===== config.mk =====
export PLATFORM = sky130hd
export DESIGN_NAME = quad_crc16
export DESIGN_NICKNAME = d
export VERILOG_FILES = /design/src/rtl/qcrc_pkg.sv /design/src/rtl/qcrc_seq.sv /design/src/rtl/qcrc_shreg.sv /design/src/rtl/qcrc_fold.sv /design/src/rtl/quad_crc16.sv
export SDC_FILE = /design/constraint.sdc
export NUM_CORES = 1
export LEC_CHECK = 0
export BUFFER_PORTS_ARGS = -buffer_cell sky130_fd_sc_hd__buf_4
export CAP_MARGIN = 40
export CORE_MARGIN = 4
export CORE_UTILIZATION = 40
export DETAILED_ROUTE_END_ITERATION = 8
export GPL_ROUTABILITY_DRIVEN = 0
export PLACE_DENSITY = 0.63
export SLEW_MARGIN = 10
export SYNTH_ARGS = -nofsm -noshare
export SYNTH_HDL_FRONTEND = slang
export SYNTH_SLANG_ARGS = --single-unit

===== constraint.sdc =====
create_clock -name clk_i -period 4.8 [get_ports clk_i]
set_input_delay 0.72 -clock clk_i [delete_from_list [all_inputs] [get_ports clk_i]]
set_output_delay 0.72 -clock clk_i [all_outputs]
set_load 0.05 [all_outputs]

===== src/rtl/qcrc_pkg.sv =====
package qcrc_pkg;
  localparam int CRC_W = 16;
  localparam int NIB_W = 4;

  typedef enum logic [1:0] {
    ST_IDLE = 2'd0,
    ST_TAKE = 2'd1,
    ST_FOLD = 2'd2
  } qcrc_state_e;

  // one nibble of the shift-and-xor recurrence
  function automatic logic [CRC_W-1:0] nib_step(input logic [CRC_W-1:0] c,
                                                input logic [NIB_W-1:0] n);
    logic [NIB_W-1:0] s;
    s = c[CRC_W-1 -: NIB_W] ^ n;
    return {c[CRC_W-NIB_W-1:0], 4'h0} ^ {s, 12'h000} ^ {7'h00, s, 5'h00} ^ {12'h000, s};
  endfunction
endpackage


===== src/rtl/qcrc_seq.sv =====
module qcrc_seq
  import qcrc_pkg::*;
#(
  parameter int CNT_W  = 10,
  parameter int DATA_W = 32
) (
  input  logic             clk_i,
  input  logic             rst_ni,
  input  logic             start_i,
  input  logic [CNT_W-1:0] count_i,
  input  logic             in_valid_i,
  output qcrc_state_e      state_o,
  output logic             ready_o,
  output logic             load_o,
  output logic             fold_o,
  output logic             clear_o,
  output logic             done_o
);
  localparam int NIBS   = DATA_W / NIB_W;
  localparam int NIB_CW = $clog2(NIBS);

  qcrc_state_e      state_q;
  logic [CNT_W-1:0] remain_q;
  logic [NIB_CW-1:0] nib_q;
  logic             done_q;
  logic             last_nib;

  assign ready_o  = (state_q == ST_TAKE);
  assign load_o   = ready_o & in_valid_i;
  assign fold_o   = (state_q == ST_FOLD);
  assign clear_o  = (state_q == ST_IDLE) & start_i;
  assign last_nib = (nib_q == NIB_CW'(NIBS - 1));
  assign state_o  = state_q;
  assign done_o   = done_q;

  always_ff @(posedge clk_i or negedge rst_ni) begin
    if (!rst_ni) begin
      state_q  <= ST_IDLE;
      remain_q <= '0;
      nib_q    <= '0;
      done_q   <= 1'b0;
    end else begin
      done_q <= 1'b0;
      unique case (state_q)
        ST_IDLE: begin
          if (start_i) begin
            remain_q <= count_i;
            if (count_i == '0) done_q  <= 1'b1;
            else               state_q <= ST_TAKE;
          end
        end
        ST_TAKE: begin
          if (in_valid_i) begin
            nib_q   <= '0;
            state_q <= ST_FOLD;
          end
        end
        ST_FOLD: begin
          nib_q <= nib_q + 1'b1;
          if (last_nib) begin
            remain_q <= remain_q - 1'b1;
            if (remain_q == CNT_W'(1)) begin
              state_q <= ST_IDLE;
              done_q  <= 1'b1;
            end else begin
              state_q <= ST_TAKE;
            end
          end
        end
        default: state_q <= ST_IDLE;
      endcase
    end
  end
endmodule


===== src/rtl/qcrc_shreg.sv =====
module qcrc_shreg
  import qcrc_pkg::*;
#(
  parameter int DATA_W = 32
) (
  input  logic              clk_i,
  input  logic              rst_ni,
  input  logic              load_i,
  input  logic              shift_i,
  input  logic [DATA_W-1:0] data_i,
  output logic [NIB_W-1:0]  nib_o
);
  logic [DATA_W-1:0] q;

  always_ff @(posedge clk_i or negedge rst_ni) begin
    if (!rst_ni)      q <= '0;
    else if (load_i)  q <= data_i;
    else if (shift_i) q <= {q[DATA_W-NIB_W-1:0], {NIB_W{1'b0}}};
  end

  assign nib_o = q[DATA_W-1 -: NIB_W];
endmodule


===== src/rtl/qcrc_fold.sv =====
module qcrc_fold
  import qcrc_pkg::*;
(
  input  logic             clk_i,
  input  logic             rst_ni,
  input  logic             clear_i,
  input  logic             step_i,
  input  logic [NIB_W-1:0] nib_i,
  output logic [CRC_W-1:0] crc_o
);
  logic [CRC_W-1:0] crc_q;

  always_ff @(posedge clk_i or negedge rst_ni) begin
    if (!rst_ni)      crc_q <= '0;
    else if (clear_i) crc_q <= '0;
    else if (step_i)  crc_q <= nib_step(crc_q, nib_i);
  end

  assign crc_o = crc_q;
endmodule


===== src/rtl/quad_crc16.sv =====
module quad_crc16
  import qcrc_pkg::*;
#(
  parameter int CNT_W = 10
) (
  input  logic             clk_i,
  input  logic             rst_ni,
  input  logic             start_i,
  input  logic [CNT_W-1:0] count_i,
  input  logic             in_valid_i,
  input  logic [31:0]      in_data_i,
  output logic             in_ready_o,
  output logic             done_o,
  output logic [15:0]      crc_o
);
  localparam int DATA_W = 32;

  qcrc_state_e      state;
  logic             load, fold, clear;
  logic [NIB_W-1:0] nib;

  qcrc_seq #(.CNT_W(CNT_W), .DATA_W(DATA_W)) u_seq (
    .clk_i      (clk_i),
    .rst_ni     (rst_ni),
    .start_i    (start_i),
    .count_i    (count_i),
    .in_valid_i (in_valid_i),
    .state_o    (state),
    .ready_o    (in_ready_o),
    .load_o     (load),
    .fold_o     (fold),
    .clear_o    (clear),
    .done_o     (done_o)
  );

  qcrc_shreg #(.DATA_W(DATA_W)) u_shreg (
    .clk_i   (clk_i),
    .rst_ni  (rst_ni),
    .load_i  (load),
    .shift_i (fold),
    .data_i  (in_data_i),
    .nib_o   (nib)
  );

  qcrc_fold u_fold (
    .clk_i   (clk_i),
    .rst_ni  (rst_ni),
    .clear_i (clear),
    .step_i  (fold),
    .nib_i   (nib),
    .crc_o   (crc_o)
  );
endmodule


== After elaboration in Yosys (flattened, before gate mapping) ==
Index checks and enable logic that the tools add are counted.
W data, S select, Z words.

* Mux-type cells: 20
* Equal/unequal tests: 8
* Bitwise logic cells: 6
* $add $sub $neg: 2
* Reductions and logical operators: 9

{| class="wikitable"
|+ Operators with widths
! operator !! count
|-
| $mux W32 || 2
|-
| $mux W16 || 2
|-
| $mux W10 || 2
|-
| $pmux W10 S2 || 1
|-
| $xor A16 B16 Y16 || 1
|-
| $xor A16 B4 Y16 || 1
|-
| $xor A16 B9 Y16 || 1
|-
| $eq A10 B1 Y1 const B || 1
|-
| $logic_not A10 Y1 || 1
|-
| $sub A10 B1 Y10 const B || 1
|-
| $mux W2 || 4
|-
| $reduce_bool A2 Y1 || 4
|-
| $ne A2 B2 Y1 const B || 3
|-
| $pmux W2 S3 || 1
|-
| $pmux W3 S2 || 1
|-
| $mux W1 || 5
|-
| $reduce_and A4 Y1 || 1
|-
| $xor A4 B4 Y4 || 1
|-
| $add A3 B1 Y3 const B || 1
|-
| $eq A3 B3 Y1 const B || 1
|-
| $mux W3 || 1
|-
| $reduce_and A3 Y1 || 1
|-
| $and A1 B1 Y1 || 2
|-
| $eq A2 B1 Y1 const B || 1
|-
| 5 further kinds || 5
|}

* Output and inout bits: 18
* Bits of input ports: 46
* Flip-flop bits (word level): 64
* Logic and storage cells: 51

== Depth between registers and ports, before layout ==
* Word-level depth: 6
* Mapped depth: 8
* Mapped depth without buffers: 6

== Cells and area by module ==
Synthesis repeated with hierarchy kept, for this count alone.

* Cells, all modules: 334
* Area, all modules: 3374.5 sq um

{| class="wikitable"
|+ Modules (own cells, without submodules)
! module !! area an instance (sq um) !! times used !! sequential area each (sq um) !! cells each
|-
| qcrc_shreg || 1521.5 || 1 || 800.8 || 143
|-
| qcrc_seq || 967.2 || 1 || 400.4 || 109
|-
| qcrc_fold || 885.8 || 1 || 400.4 || 82
|}

== Worst setup path before layout ==
OpenSTA, ideal clock, no wires.

* Path type: reg-to-output
* Start point: register u_seq.state_q[0] (netlist: u_seq.state_o[0])
* End point: output in_ready_o
* Arrival: 1.300 ns
* Stages on the path, launching flop included: 3
* Setup slack: 2.780 ns
* Required time: 4.080 ns
* Buffers on the path: 1
* Cells stage by stage: dfrtp_1 > clkbuf_1 > nor2b_1

* Word-level cells in the longest chain between the ends: 1

{| class="wikitable"
|+ Ends and longest elaborated chain
! element !! RTL line !! RTL
|-
| from (decl) || qcrc_seq.sv:22 || <nowiki>qcrc_state_e state_q;</nowiki>
|-
| from (signal assigned) || qcrc_seq.sv:38 || <nowiki>state_q <= ST_IDLE;</nowiki>
|-
| from (signal assigned) || qcrc_seq.sv:49 || <nowiki>else state_q <= ST_TAKE;</nowiki>
|-
| from (signal assigned) || qcrc_seq.sv:55 || <nowiki>state_q <= ST_FOLD;</nowiki>
|-
| $eq A2 B1 Y1 || qcrc_seq.sv:28 || <nowiki>assign ready_o = (state_q == ST_TAKE);</nowiki>
|-
| to (decl) || quad_crc16.sv:12 || <nowiki>output logic in_ready_o,</nowiki>
|}

Every way passes these cells.

== Worst setup path in the final report ==
Same ends and word-level chain as after synthesis.

==> results.cfg <==
[status]
run_status = finished clean

[synth]
synth_warnings = 0
yosysTopAreaCellShare = 0.536
synth_edf_count = 0
seq_area_frac_synth = 0.536
synth_area_leaders = dfrtp_1 (54%), nand2_1 (11%), a22oi_1 (7.3%), o21ai_0 (4.7%), xor2_1 (2.3%)
synthFlopType = dfrtp_1
synth_area_per_cell_um2 = 9.34
ys_seq_elements = 64
async_flop_share = 1.00
netlist-cell-type-count = 40
syn_area_mm2 = 0.00299
syn_nets = 370
yosys.area.top_type = dfrtp_1
synthCells = 320

[die]
start_util = 0.412
fp.dieW_um = 94.4
ios = 64
die_h_um = 94.4
fp-row-count = 31
die_area_mm2 = 0.00892
coreArea_mm2 = 0.00725

[clock_network]
cts_buffers = 9
cts.sink_count = 64
htree_levels = 3
cts_setup_buffers = 0
clk_latency_ns = 0.34
cts_root_buf = clkbuf_8
cts_resized = 0
ctsHoldBuffers = 0
path_clk_slew_ns = 0.07
cts_tree = built
clk_path_buf_depth = 2

[power]
clockPowerShare = 0.196
power_mw = 2.42
p_switching_mw = 1.01
switching_share = 0.416
p_seq_frac = 0.394
p_per_area_mw_per_mm2 = 640
ir_drop_mv = 0.218
leakage_nw = 1.83
power_frac_comb = 0.410
cell_internal_pwr_mw = 1.41

[sta]
finalSetupViolCount = 0
clock_skew_ns = 0.00887
worst_pin_slew_ns = 0.696
final_hold_viol_count = 0
slew_headroom = 0.536
fin_crit_sh = 0.415
layout_min_cycle_time_ns = 1.99
setup-tns-final_ns = 0
fmax_mhz = 502
rsz0062_at_grt = false
drv_slew = 0
hold_slack_ns = 0.175

[setup_path]
critPathRequiredTime_ns = 4.08
crit_fanout = 11
end_kind = output pin
r2r-end = u_shreg.q[6]$_DFFE_PN0P_
worstPathArrival_ns = 1.27
critPathMaxStageDelay_ns = 0.53
r2r_slack_ns = 2.92
startpoint_type = flop
r2r-start = u_seq.state_o[1]$_DFFE_PN0P_
reg2reg_depth = 6
crit_chain = nor2b_1 > buf_4
crit_slowest_cell = dfrtp_1
crit_type = reg2out

[drt]
drc_errors = 0
firstDrtPassIters = 5
wire_per_inst_um = 14.0
vias = 2457
postRouteAntennaNets = 0
via_per_inst = 5.10
drt_iter0_drc = 107
finalWirelength_mm = 6.73

[place]
dp_hpwl_mm = 4.50
port_buffers = 63

[grt]
antenna_found_initial = 0
grt_use_total = 0.160
grt_first_pass_wirelength_mm = 11.3
grt_pass1_vias = 2359
grt_max_degree = 63
overflow = 0

[job]
cap_violations = 0

[finish]
fin_nets = 428
drive_above_1_share = 0.232
syn_to_final_growth_pct = 26.7
antennaDiodeCount = 0

[hold_path]
hp-class = in2async
layout make-up:
cell class / instances / area (µm²)
fill: 701 / 3470
multi-input combinational: 230 / 1290
sequential: 64 / 1600
tap: 99 / 124
clock inverter: 3 / 40.0
clock buffer: 13 / 159
inverter: 4 / 15.0
timing repair buffer: 69 / 553
worst max-delay path, delay by kind of cell (launching register included):
family	cells	cell delay [ns]
flops	1	0.53
buf+inv	1	0.21
simple gates	1	0.19
flip-flops by register name, summed over array words and instances (netlist names):
signal          count
u_shreg.q          32
u_fold.crc_o       16
u_seq.remain_q     10
u_seq.nib_q         3
u_seq.state_o       2
u_seq.done_o        1
power groups by stage:
stage          clock (mW)  sequential, mW  combinational, mW
2_1_floorplan           0            1.04              0.620
3_3_place_gp            0           0.957              0.949
3_5_place_dp            0           0.959               1.01
4_1_cts             0.486           0.953               1.01
5_1_grt             0.509           0.988               1.12
6_report            0.475           0.953              0.994
kinds of logic (layout without fill, tap and decap cells):
kind of cell | after synthesis | in the layout | synth area share
mux | 1 | 1 | 0.00335
flops | 64 | 64 | 0.536
simple gates | 123 | 123 | 0.180
compound gates | 90 | 90 | 0.194
fa+ha+maj | 4 | 4 | 0.0167
xor+xnor | 12 | 12 | 0.0352
buf+inv | 26 | 89 | 0.0347
stage by stage:
stage               cells  utilization  instance area [µm²]  worst slack, ns
floorplan             320            -                 2990             2.78
global placement      462        0.486                 3520             2.36
detailed placement    466        0.495                 3590             2.58
CTS                   482        0.522                 3790             2.79
global route          482        0.522                 3790             2.72
finish                482        0.522                 3790             2.81
layer usage:
metal	vias up	part of all wire	wire length (µm)	GRT usage
met5	-	0	0	0
met4	0	0.0031	21	0.0650
met3	2	0.053	358	0.0422
met2	53	0.46	3110	0.232
met1	1168	0.48	3240	0.228
li1	1234	-	-	-
how the worst max path moves through the flow:
stage	from	endpoint	slack [ns]	cells after the start
after global placement	in_valid_i	u_seq.nib_q[0]$_DFFE_PN0P_	2.36	6
after floorplan	u_seq.state_o[0]$_DFFE_PN0P_	in_ready_o	2.78	2
after global routing	u_seq.state_o[1]$_DFFE_PN0P_	u_shreg.q[11]$_DFFE_PN0P_	2.72	6
after detailed placement	count_i[4]	u_seq.state_o[0]$_DFFE_PN0P_	2.58	5
final	u_seq.state_o[0]$_DFFE_PN0P_	in_ready_o	2.81	2
after CTS	u_seq.state_o[0]$_DFFE_PN0P_	in_ready_o	2.79	2
synth_stat cells (all sizes together) (2+ instances only):
cell	n
buf	6
nand2	87
or3b	3
or4	4
o22ai	2
a22oi	29
nor2b	2
clkbuf	16
ha	4
a21oi	12
a22o	4
nor3	4
dfrtp	64
nand2b	2
inv	4
o21ai	31
o21bai	2
xor2	8
nor4	3
xnor2	4
nor2	12
a2bb2oi	2
or3	2
cells in the final DEF, fill, tap and decap left out, types with 3 or more instances in the layout:
master,Yosys,final
a22o_1,4,4
o21ai_1,3,3
a22oi_1,29,29
nor2_1,12,11
ha_1,4,4
xor2_1,8,8
xnor2_1,4,4
nor3_1,4,4
buf_4,0,66
clkbuf_8,0,11
o21ai_0,28,28
dfrtp_1,64,64
a21oi_1,12,12
nand2_1,87,87
nor4_1,3,3
or4_1,3,3
inv_1,4,4
Power figures use the tool's default switching activity.
